File: src/rtl/brx_pkg.sv
package brx_pkg;
  localparam int DW = 64;
  localparam int WW = 32;
  localparam int SELW = 4;

  typedef enum logic [SELW-1:0] {
    OP_SWB_H32  = 4'd0,
    OP_SWB_H64  = 4'd1,
    OP_REVB_W   = 4'd2,
    OP_REVB_D   = 4'd3,
    OP_SWH_W    = 4'd4,
    OP_REVH_D   = 4'd5,
    OP_BREV_B32 = 4'd6,
    OP_BREV_B64 = 4'd7,
    OP_BREV_W32 = 4'd8,
    OP_BREV_D   = 4'd9,
    OP_SEXT_B   = 4'd10,
    OP_SEXT_H   = 4'd11
  } op_e;

  function automatic logic [DW-1:0] sx_word(input logic [WW-1:0] w);
    return {{(DW-WW){w[WW-1]}}, w};
  endfunction
endpackage

File: src/rtl/brx_lane_perm.sv
module brx_lane_perm #(
  parameter int DW = 64
) (
  input  logic [DW-1:0] din,
  output logic [DW-1:0] swb_h,
  output logic [DW-1:0] revb_w,
  output logic [DW-1:0] revb_d,
  output logic [DW-1:0] swh_w,
  output logic [DW-1:0] revh_d
);
  localparam int NB   = DW / 8;
  localparam int NH   = DW / 16;
  localparam int NW   = DW / 32;
  localparam int HALF = DW / 2;

  logic [DW-1:0] msk_lo_byte;
  logic [DW-1:0] msk_lo_half;

  for (genvar h = 0; h < NH; h++) begin : g_mb
    assign msk_lo_byte[16*h +: 16] = 16'h00FF;
  end

  for (genvar w = 0; w < NW; w++) begin : g_mh
    assign msk_lo_half[32*w +: 32] = 32'h0000FFFF;
  end

  for (genvar b = 0; b < NB; b++) begin : g_rb
    assign revb_d[8*b +: 8] = din[8*(NB-1-b) +: 8];
  end

  assign swb_h  = ((din >> 8) & msk_lo_byte) | ((din & msk_lo_byte) << 8);
  assign revb_w = {revb_d[HALF-1:0], revb_d[DW-1:HALF]};
  assign swh_w  = ((din >> 16) & msk_lo_half) | ((din & msk_lo_half) << 16);
  assign revh_d = {swh_w[HALF-1:0], swh_w[DW-1:HALF]};
endmodule

File: src/rtl/brx_bit_perm.sv
module brx_bit_perm #(
  parameter int DW = 64
) (
  input  logic [DW-1:0] din,
  output logic [DW-1:0] brev_b,
  output logic [DW-1:0] brev_d
);
  localparam int NB = DW / 8;

  for (genvar b = 0; b < NB; b++) begin : g_byte
    for (genvar i = 0; i < 8; i++) begin : g_bit
      assign brev_b[8*b + i] = din[8*b + 7 - i];
    end
  end

  for (genvar i = 0; i < DW; i++) begin : g_full
    assign brev_d[i] = din[DW-1-i];
  end
endmodule

File: src/rtl/brx_unit.sv
module brx_unit
  import brx_pkg::*;
(
  input  logic            clk,
  input  logic            rst_n,
  input  logic            op_valid,
  input  logic [SELW-1:0] op_sel,
  input  logic [DW-1:0]   operand,
  output logic            res_valid,
  output logic [DW-1:0]   result,
  output logic            illegal
);
  logic [DW-1:0] swb_h, revb_w, revb_d, swh_w, revh_d;
  logic [DW-1:0] brev_b, brev_d;
  logic [DW-1:0] res_d;
  logic          ill_d;
  logic [DW-1:0] res_q;
  logic          ill_q;
  logic          vld_q;

  brx_lane_perm #(.DW(DW)) u_lane (
    .din    (operand),
    .swb_h  (swb_h),
    .revb_w (revb_w),
    .revb_d (revb_d),
    .swh_w  (swh_w),
    .revh_d (revh_d)
  );

  brx_bit_perm #(.DW(DW)) u_bits (
    .din    (operand),
    .brev_b (brev_b),
    .brev_d (brev_d)
  );

  always_comb begin
    ill_d = 1'b0;
    res_d = '0;
    case (op_sel)
      OP_SWB_H32:  res_d = sx_word(swb_h[WW-1:0]);
      OP_SWB_H64:  res_d = swb_h;
      OP_REVB_W:   res_d = revb_w;
      OP_REVB_D:   res_d = revb_d;
      OP_SWH_W:    res_d = swh_w;
      OP_REVH_D:   res_d = revh_d;
      OP_BREV_B32: res_d = sx_word(brev_b[WW-1:0]);
      OP_BREV_B64: res_d = brev_b;
      OP_BREV_W32: res_d = sx_word(brev_d[DW-1 -: WW]);
      OP_BREV_D:   res_d = brev_d;
      OP_SEXT_B:   res_d = {{(DW-8){operand[7]}}, operand[7:0]};
      OP_SEXT_H:   res_d = {{(DW-16){operand[15]}}, operand[15:0]};
      default: begin
        res_d = '0;
        ill_d = 1'b1;
      end
    endcase
  end

  always_ff @(posedge clk or negedge rst_n) begin
    if (!rst_n) begin
      vld_q <= 1'b0;
      res_q <= '0;
      ill_q <= 1'b0;
    end else begin
      vld_q <= op_valid;
      if (op_valid) begin
        res_q <= res_d;
        ill_q <= ill_d;
      end
    end
  end

  assign res_valid = vld_q;
  assign result    = res_q;
  assign illegal   = ill_q;

  assert_valid_follow_R2: assert property (@(posedge clk) disable iff (!rst_n)
    1'b1 |=> (res_valid == $past(op_valid)));

  assert_hold_idle_R2: assert property (@(posedge clk) disable iff (!rst_n)
    !op_valid |=> ($stable(result) && $stable(illegal)));

  assert_word_sext_R3: assert property (@(posedge clk) disable iff (!rst_n)
    (op_valid && (op_sel == 4'd0 || op_sel == 4'd6 || op_sel == 4'd8))
      |=> (result[DW-1:WW] == {(DW-WW){result[WW-1]}}));

  assert_byte_sext_R9: assert property (@(posedge clk) disable iff (!rst_n)
    (op_valid && op_sel == 4'd10) |=> (result[DW-1:8] == {(DW-8){result[7]}}));

  assert_bad_code_R10: assert property (@(posedge clk) disable iff (!rst_n)
    (op_valid && op_sel >= 4'd12) |=> (illegal && result == '0));

  assert_good_code_R10: assert property (@(posedge clk) disable iff (!rst_n)
    (op_valid && op_sel < 4'd12) |=> !illegal);
endmodule

File: config.mk
export PLATFORM = sky130hd
export DESIGN_NAME = brx_unit
export DESIGN_NICKNAME = d
export VERILOG_FILES = /design/src/rtl/brx_pkg.sv /design/src/rtl/brx_lane_perm.sv /design/src/rtl/brx_bit_perm.sv /design/src/rtl/brx_unit.sv
export SDC_FILE = /design/constraint.sdc
export NUM_CORES = 1
export LEC_CHECK = 0
export BUFFER_PORTS_ARGS = -buffer_cell sky130_fd_sc_hd__buf_2
export CAP_MARGIN = 20
export CORE_UTILIZATION = 57
export CTS_CLUSTER_DIAMETER = 50
export DETAILED_ROUTE_END_ITERATION = 12
export HOLD_SLACK_MARGIN = 0.03
export PLACE_DENSITY = 0.84
export SYNTH_ARGS = -nofsm -noshare
export SYNTH_HDL_FRONTEND = slang
export SYNTH_SLANG_ARGS = --single-unit
File: constraint.sdc
create_clock -name clk -period 1 [get_ports clk]
set_input_delay 0.15 -clock clk [delete_from_list [all_inputs] [get_ports clk]]
set_output_delay 0.15 -clock clk [all_outputs]
set_load 0.1 [all_outputs]
==> flow_summary.json, run 1 <==
{
  "synth.yosys.warnings": 0,
  "primary_ff_master_synth": "sky130_fd_sc_hd__dfrtp_1",
  "status": "did not finish",
  "cts_num_sinks": 66,
  "stop_stage": "clock tree synthesis",
  "cts-root-buf": "sky130_fd_sc_hd__clkbuf_16",
  "cts.path.max_buffers": 2,
  "post_synth_main_area_contributors": "sky130_fd_sc_hd__dfrtp_1, sky130_fd_sc_hd__a21oi_1, sky130_fd_sc_hd__nand2_1",
  "clock_tree.htree_level_count": 3,
  "postPlaceCellArea_sq_mm": 0.0109,
  "mappedNetlistNets": 958,
  "cell_area_after_technology_mapping_sq_mm": 0.00687,
  "cts.hold.buffers_added": 1,
  "synth-async-reset-ratio": 1.00,
  "syn_area_per_cell_sq_um": 7.74,
  "die_width_microns": 112,
  "synth_seq_cells": 66,
  "cts_made_buffers": 9,
  "number_of_synthesized_flops_with_an_enable_pin": 0,
  "toolErrorMsg": "[ERROR DPL-0038] Utilization greater than 100%, impossible to legalize",
  "gpl.final_weighted_congestion": 1.28,
  "placed_wire_length_estimate_microns": 30500,
  "syn_inst": 887,
  "floorplan.io_pins": 137,
  "io_buffer_count": 136,
  "synth.largest_area_cell": "sky130_fd_sc_hd__dfrtp_1",
  "synthDistinctLibCells": 73,
  "rows": 39,
  "die-height_microns": 112,
  "dpl.cell_count": 1330,
  "most_common_cell_in_the_netlist": "sky130_fd_sc_hd__nand2_1",
  "post_synthesis_sequential_area_ratio": 0.241,
  "netlist_top_cells_count": "sky130_fd_sc_hd__nand2_1, sky130_fd_sc_hd__a21oi_1, sky130_fd_sc_hd__dfrtp_1",
  "cts_setup_buffers": 59,
  "post_cts_resized": 337,
  "initial_util": 0.594,
  "yosys.area.top_type_share": 0.241
}
[cell families after synthesis]
kind of cell           count (synthesis)  synth area share
buffers and inverters                114            0.0784
flip-flops                            66             0.241
multiplexers                          41            0.0663
AND/OR/NAND/NOR                      250             0.186
AO/OA/AOI/OAI                        416             0.429
[metrics by stage]
step	utilization	setup slack, ns
3_5_place_dp	0.940	-0.916
3_3_place_gp	0.940	-0.795
2_1_floorplan	-	-0.547
==> run 2: changes to the inputs <==
--- a/config.mk
+++ b/config.mk
@@ -7,11 +7,9 @@
 export LEC_CHECK = 0
 export BUFFER_PORTS_ARGS = -buffer_cell sky130_fd_sc_hd__buf_2
 export CAP_MARGIN = 20
-export CORE_UTILIZATION = 57
-export CTS_CLUSTER_DIAMETER = 50
+export CORE_UTILIZATION = 40
 export DETAILED_ROUTE_END_ITERATION = 12
-export HOLD_SLACK_MARGIN = 0.03
-export PLACE_DENSITY = 0.84
+export PLACE_DENSITY_LB_ADDON = 0.15
 export SYNTH_ARGS = -nofsm -noshare
 export SYNTH_HDL_FRONTEND = slang
 export SYNTH_SLANG_ARGS = --single-unit
==> flow_summary.json, run 2 <==
{
  "layout.nets": 1394,
  "critical_path.slowest_cell": "sky130_fd_sc_hd__a222oi_1",
  "cts-root-buf": "sky130_fd_sc_hd__clkbuf_16",
  "maximum_number_of_pins_on_one_net_before_global_route_repair": 41,
  "worst-setup-path-type": "in -> reg",
  "worstPathArrival_ns": 1.72,
  "post_synthesis_sequential_area_ratio": 0.241,
  "mappedNetlistNets": 958,
  "cells_along_the_critical_path": "buf_12 > buf_12 > buf_8 > nor2b_4 > buf_6 > a222oi_1 > o221ai_2 > mux2_4",
  "die-height_microns": 133,
  "crit_path_max_incr_delay_ns": 0.40,
  "layout.cells.most_common": "sky130_fd_sc_hd__buf_4",
  "grt_first_pass_wirelength_microns": 61800,
  "syn_area_per_cell_sq_um": 7.74,
  "failing_checks": "setup timing",
  "number_of_synthesized_flops_with_an_enable_pin": 0,
  "post_synth_main_area_contributors": "sky130_fd_sc_hd__dfrtp_1, sky130_fd_sc_hd__a21oi_1, sky130_fd_sc_hd__nand2_1",
  "clock_latency_ns": 0.36,
  "cts.path.max_buffers": 2,
  "fmax_ghz": 0.673,
  "timing_hold_violations_final": 0,
  "skew_ns": 0,
  "worst_pin_slew_ns": 0.469,
  "routed_wirelength_microns": 44100,
  "placed_wire_length_estimate_microns": 29300,
  "syn_inst": 887,
  "power.density_mw_per_mm2": 1200,
  "vias_per_cell": 7.03,
  "synth.yosys.warnings": 0,
  "io_buffer_count": 136,
  "grt_pass1_vias": 10139,
  "drv_slew": 0,
  "postPlaceCellArea_sq_mm": 0.0114,
  "primary_ff_master_synth": "sky130_fd_sc_hd__dfrtp_1",
  "post-route-min-period_ns": 1.49,
  "core_region_area_sq_mm": 0.0166,
  "cp-end-kind": "flip-flop",
  "postRouteAntennaNets": 0,
  "unrepaired_setup_endpoints_after_global_routing": "yes",
  "gpl.final_weighted_congestion": 1.02,
  "routed-via-count": 10897,
  "utilization": 0.838,
  "cell_area_after_technology_mapping_sq_mm": 0.00687,
  "die_width_microns": 133,
  "vdd.ir_drop.worst_mv": 1.04,
  "synth.largest_area_cell": "sky130_fd_sc_hd__dfrtp_1",
  "cts_made_buffers": 9,
  "worstPathRequired_ns": 1.24,
  "groute.usage.overall": 0.466,
  "area_delta_synth_final_pct": 103,
  "netlist_top_cells_count": "sky130_fd_sc_hd__nand2_1, sky130_fd_sc_hd__a21oi_1, sky130_fd_sc_hd__dfrtp_1",
  "synth_seq_cells": 66,
  "clk_pin_slew_worst_paths_ns": 0.06,
  "total_leakage_power_nw": 5.91,
  "initial_util": 0.413,
  "floorplan.io_pins": 137,
  "detailedRoute.firstIterationViolations": 2166,
  "hold_class": "in -> async",
  "synthDistinctLibCells": 73,
  "cts_num_sinks": 66,
  "worst_setup_path_start_kind": "primary input",
  "grt_antenna_before_repair": 0,
  "drc": 0,
  "finalSetupViolations": 130,
  "route.detailed.wl_per_inst_microns": 28.5,
  "clock_tree.htree_level_count": 3,
  "die_area_sq_mm": 0.0177,
  "status": "finished with violations",
  "layout_common_cells": "sky130_fd_sc_hd__buf_4, sky130_fd_sc_hd__buf_12, sky130_fd_sc_hd__nand2_1",
  "crit_path_max_fanout": 7,
  "critPathMostFrequentCell": "sky130_fd_sc_hd__buf_12",
  "most_common_cell_in_the_netlist": "sky130_fd_sc_hd__nand2_1",
  "max_ffs_per_register": 64,
  "post_route_cells_drive_above_1_share": 0.627,
  "finalWorstSetupSlack_ns": -0.485,
  "yosys.area.top_type_share": 0.241,
  "drv.max_cap_violation_count": 0,
  "slew_headroom": 0.687,
  "post-route-period-util": 1.49,
  "synth-async-reset-ratio": 1.00,
  "dpl_worst_slack_ns": -0.851,
  "first_pass_iters": 7,
  "rows": 47,
  "cts_tree": "done",
  "final_cell_area_sq_mm": 0.0139,
  "globalRouteOverflowTotal": 0
}
[run 2: power breakdown]
group	internal (mW)	total, mW	switching [mW]
combinational	3.98	9.61	5.63
sequential	3.06	3.47	0.408
clock	2.25	3.62	1.36
total	9.30	16.7	7.40
[run 2: kinds of logic (layout without fill, tap and decap cells)]
| family | count (synthesis) | after routing | synth area share |
|---|---|---|---|
| mux | 41 | 41 | 0.0663 |
| flops | 66 | 66 | 0.241 |
| buf+inv | 114 | 555 | 0.0784 |
| simple gates | 250 | 250 | 0.186 |
| other cells | 0 | 1 | 0 |
| compound gates | 416 | 416 | 0.429 |
[run 2: final timing paths]
check	startpoint	end	slack, ns	depth (start not counted)
worst min-delay path	rst_n	result[23]$_DFFE_PN0P_	0.17	2
max in group asynchronous	rst_n	result[51]$_DFFE_PN0P_	0.35	3
worst max register to register	result[38]$_DFFE_PN0P_	result[38]$_DFFE_PN0P_	-0.03	3
worst max-delay path	op_sel[0]	result[0]$_DFFE_PN0P_	-0.49	8
worst min register to register	result[7]$_DFFE_PN0P_	result[7]$_DFFE_PN0P_	0.53	1
min in group clk	op_valid	res_valid$_DFF_PN0_	0.19	2
[run 2: through the flow]
stage | cells | power [mW] | setup TNS, ns | hold WS [ns]
2_1_floorplan | 887 | 7.86 | -23.48 | -0.146
3_3_place_gp | 1457 | 11.5 | -44.59 | 0.00342
3_5_place_dp | 1457 | 11.6 | -46.83 | 0.00744
4_1_cts | 1519 | 15.9 | -21.29 | 0.174
5_1_grt | 1548 | 17.0 | -27.70 | 0.193
6_report | 1549 | 16.7 | -25.71 | 0.174
[run 2: critical path: cells and delay by family]
family | cells | cell delay [ns]
buffers and inverters | 4 | 0.51
muxes | 1 | 0.30
and+or+nand+nor | 1 | 0.14
AOI/OAI and AO/OA | 2 | 0.62
[run 2: routing by layer]
| metal | track usage | vias up | share of wire |
|---|---|---|---|
| li1 | - | 4359 | - |
| met1 | 0.625 | 5090 | 0.37 |
| met2 | 0.682 | 1103 | 0.42 |
| met3 | 0.130 | 345 | 0.14 |
| met4 | 0.231 | 0 | 0.072 |
| met5 | 0 | - | 0 |
[run 2: repair_timing]
action / CTS / global route
setup buffers: 42 / 31
hold endpoints to repair: 66 / 0
gates cloned: 7 / 0
pin swaps: 79 / 71
gates resized for setup: 191 / 138
endpoints found under the setup margin: 130 / 130
hold buffers: 1 / 0
[run 2: final cells by class]
type / count / area [sq um]
Clock buffer: 10 / 239
Multi-Input combinational cell: 707 / 5950
Tap cell: 220 / 275
Clock inverter: 6 / 88.8
Timing Repair Buffer: 533 / 5620
Inverter: 6 / 30.0
Fill cell: 933 / 2700
Sequential cell: 66 / 1730
Antenna cell: 1 / 2.50
Note: power is estimated with default switching activity, not from simulation.
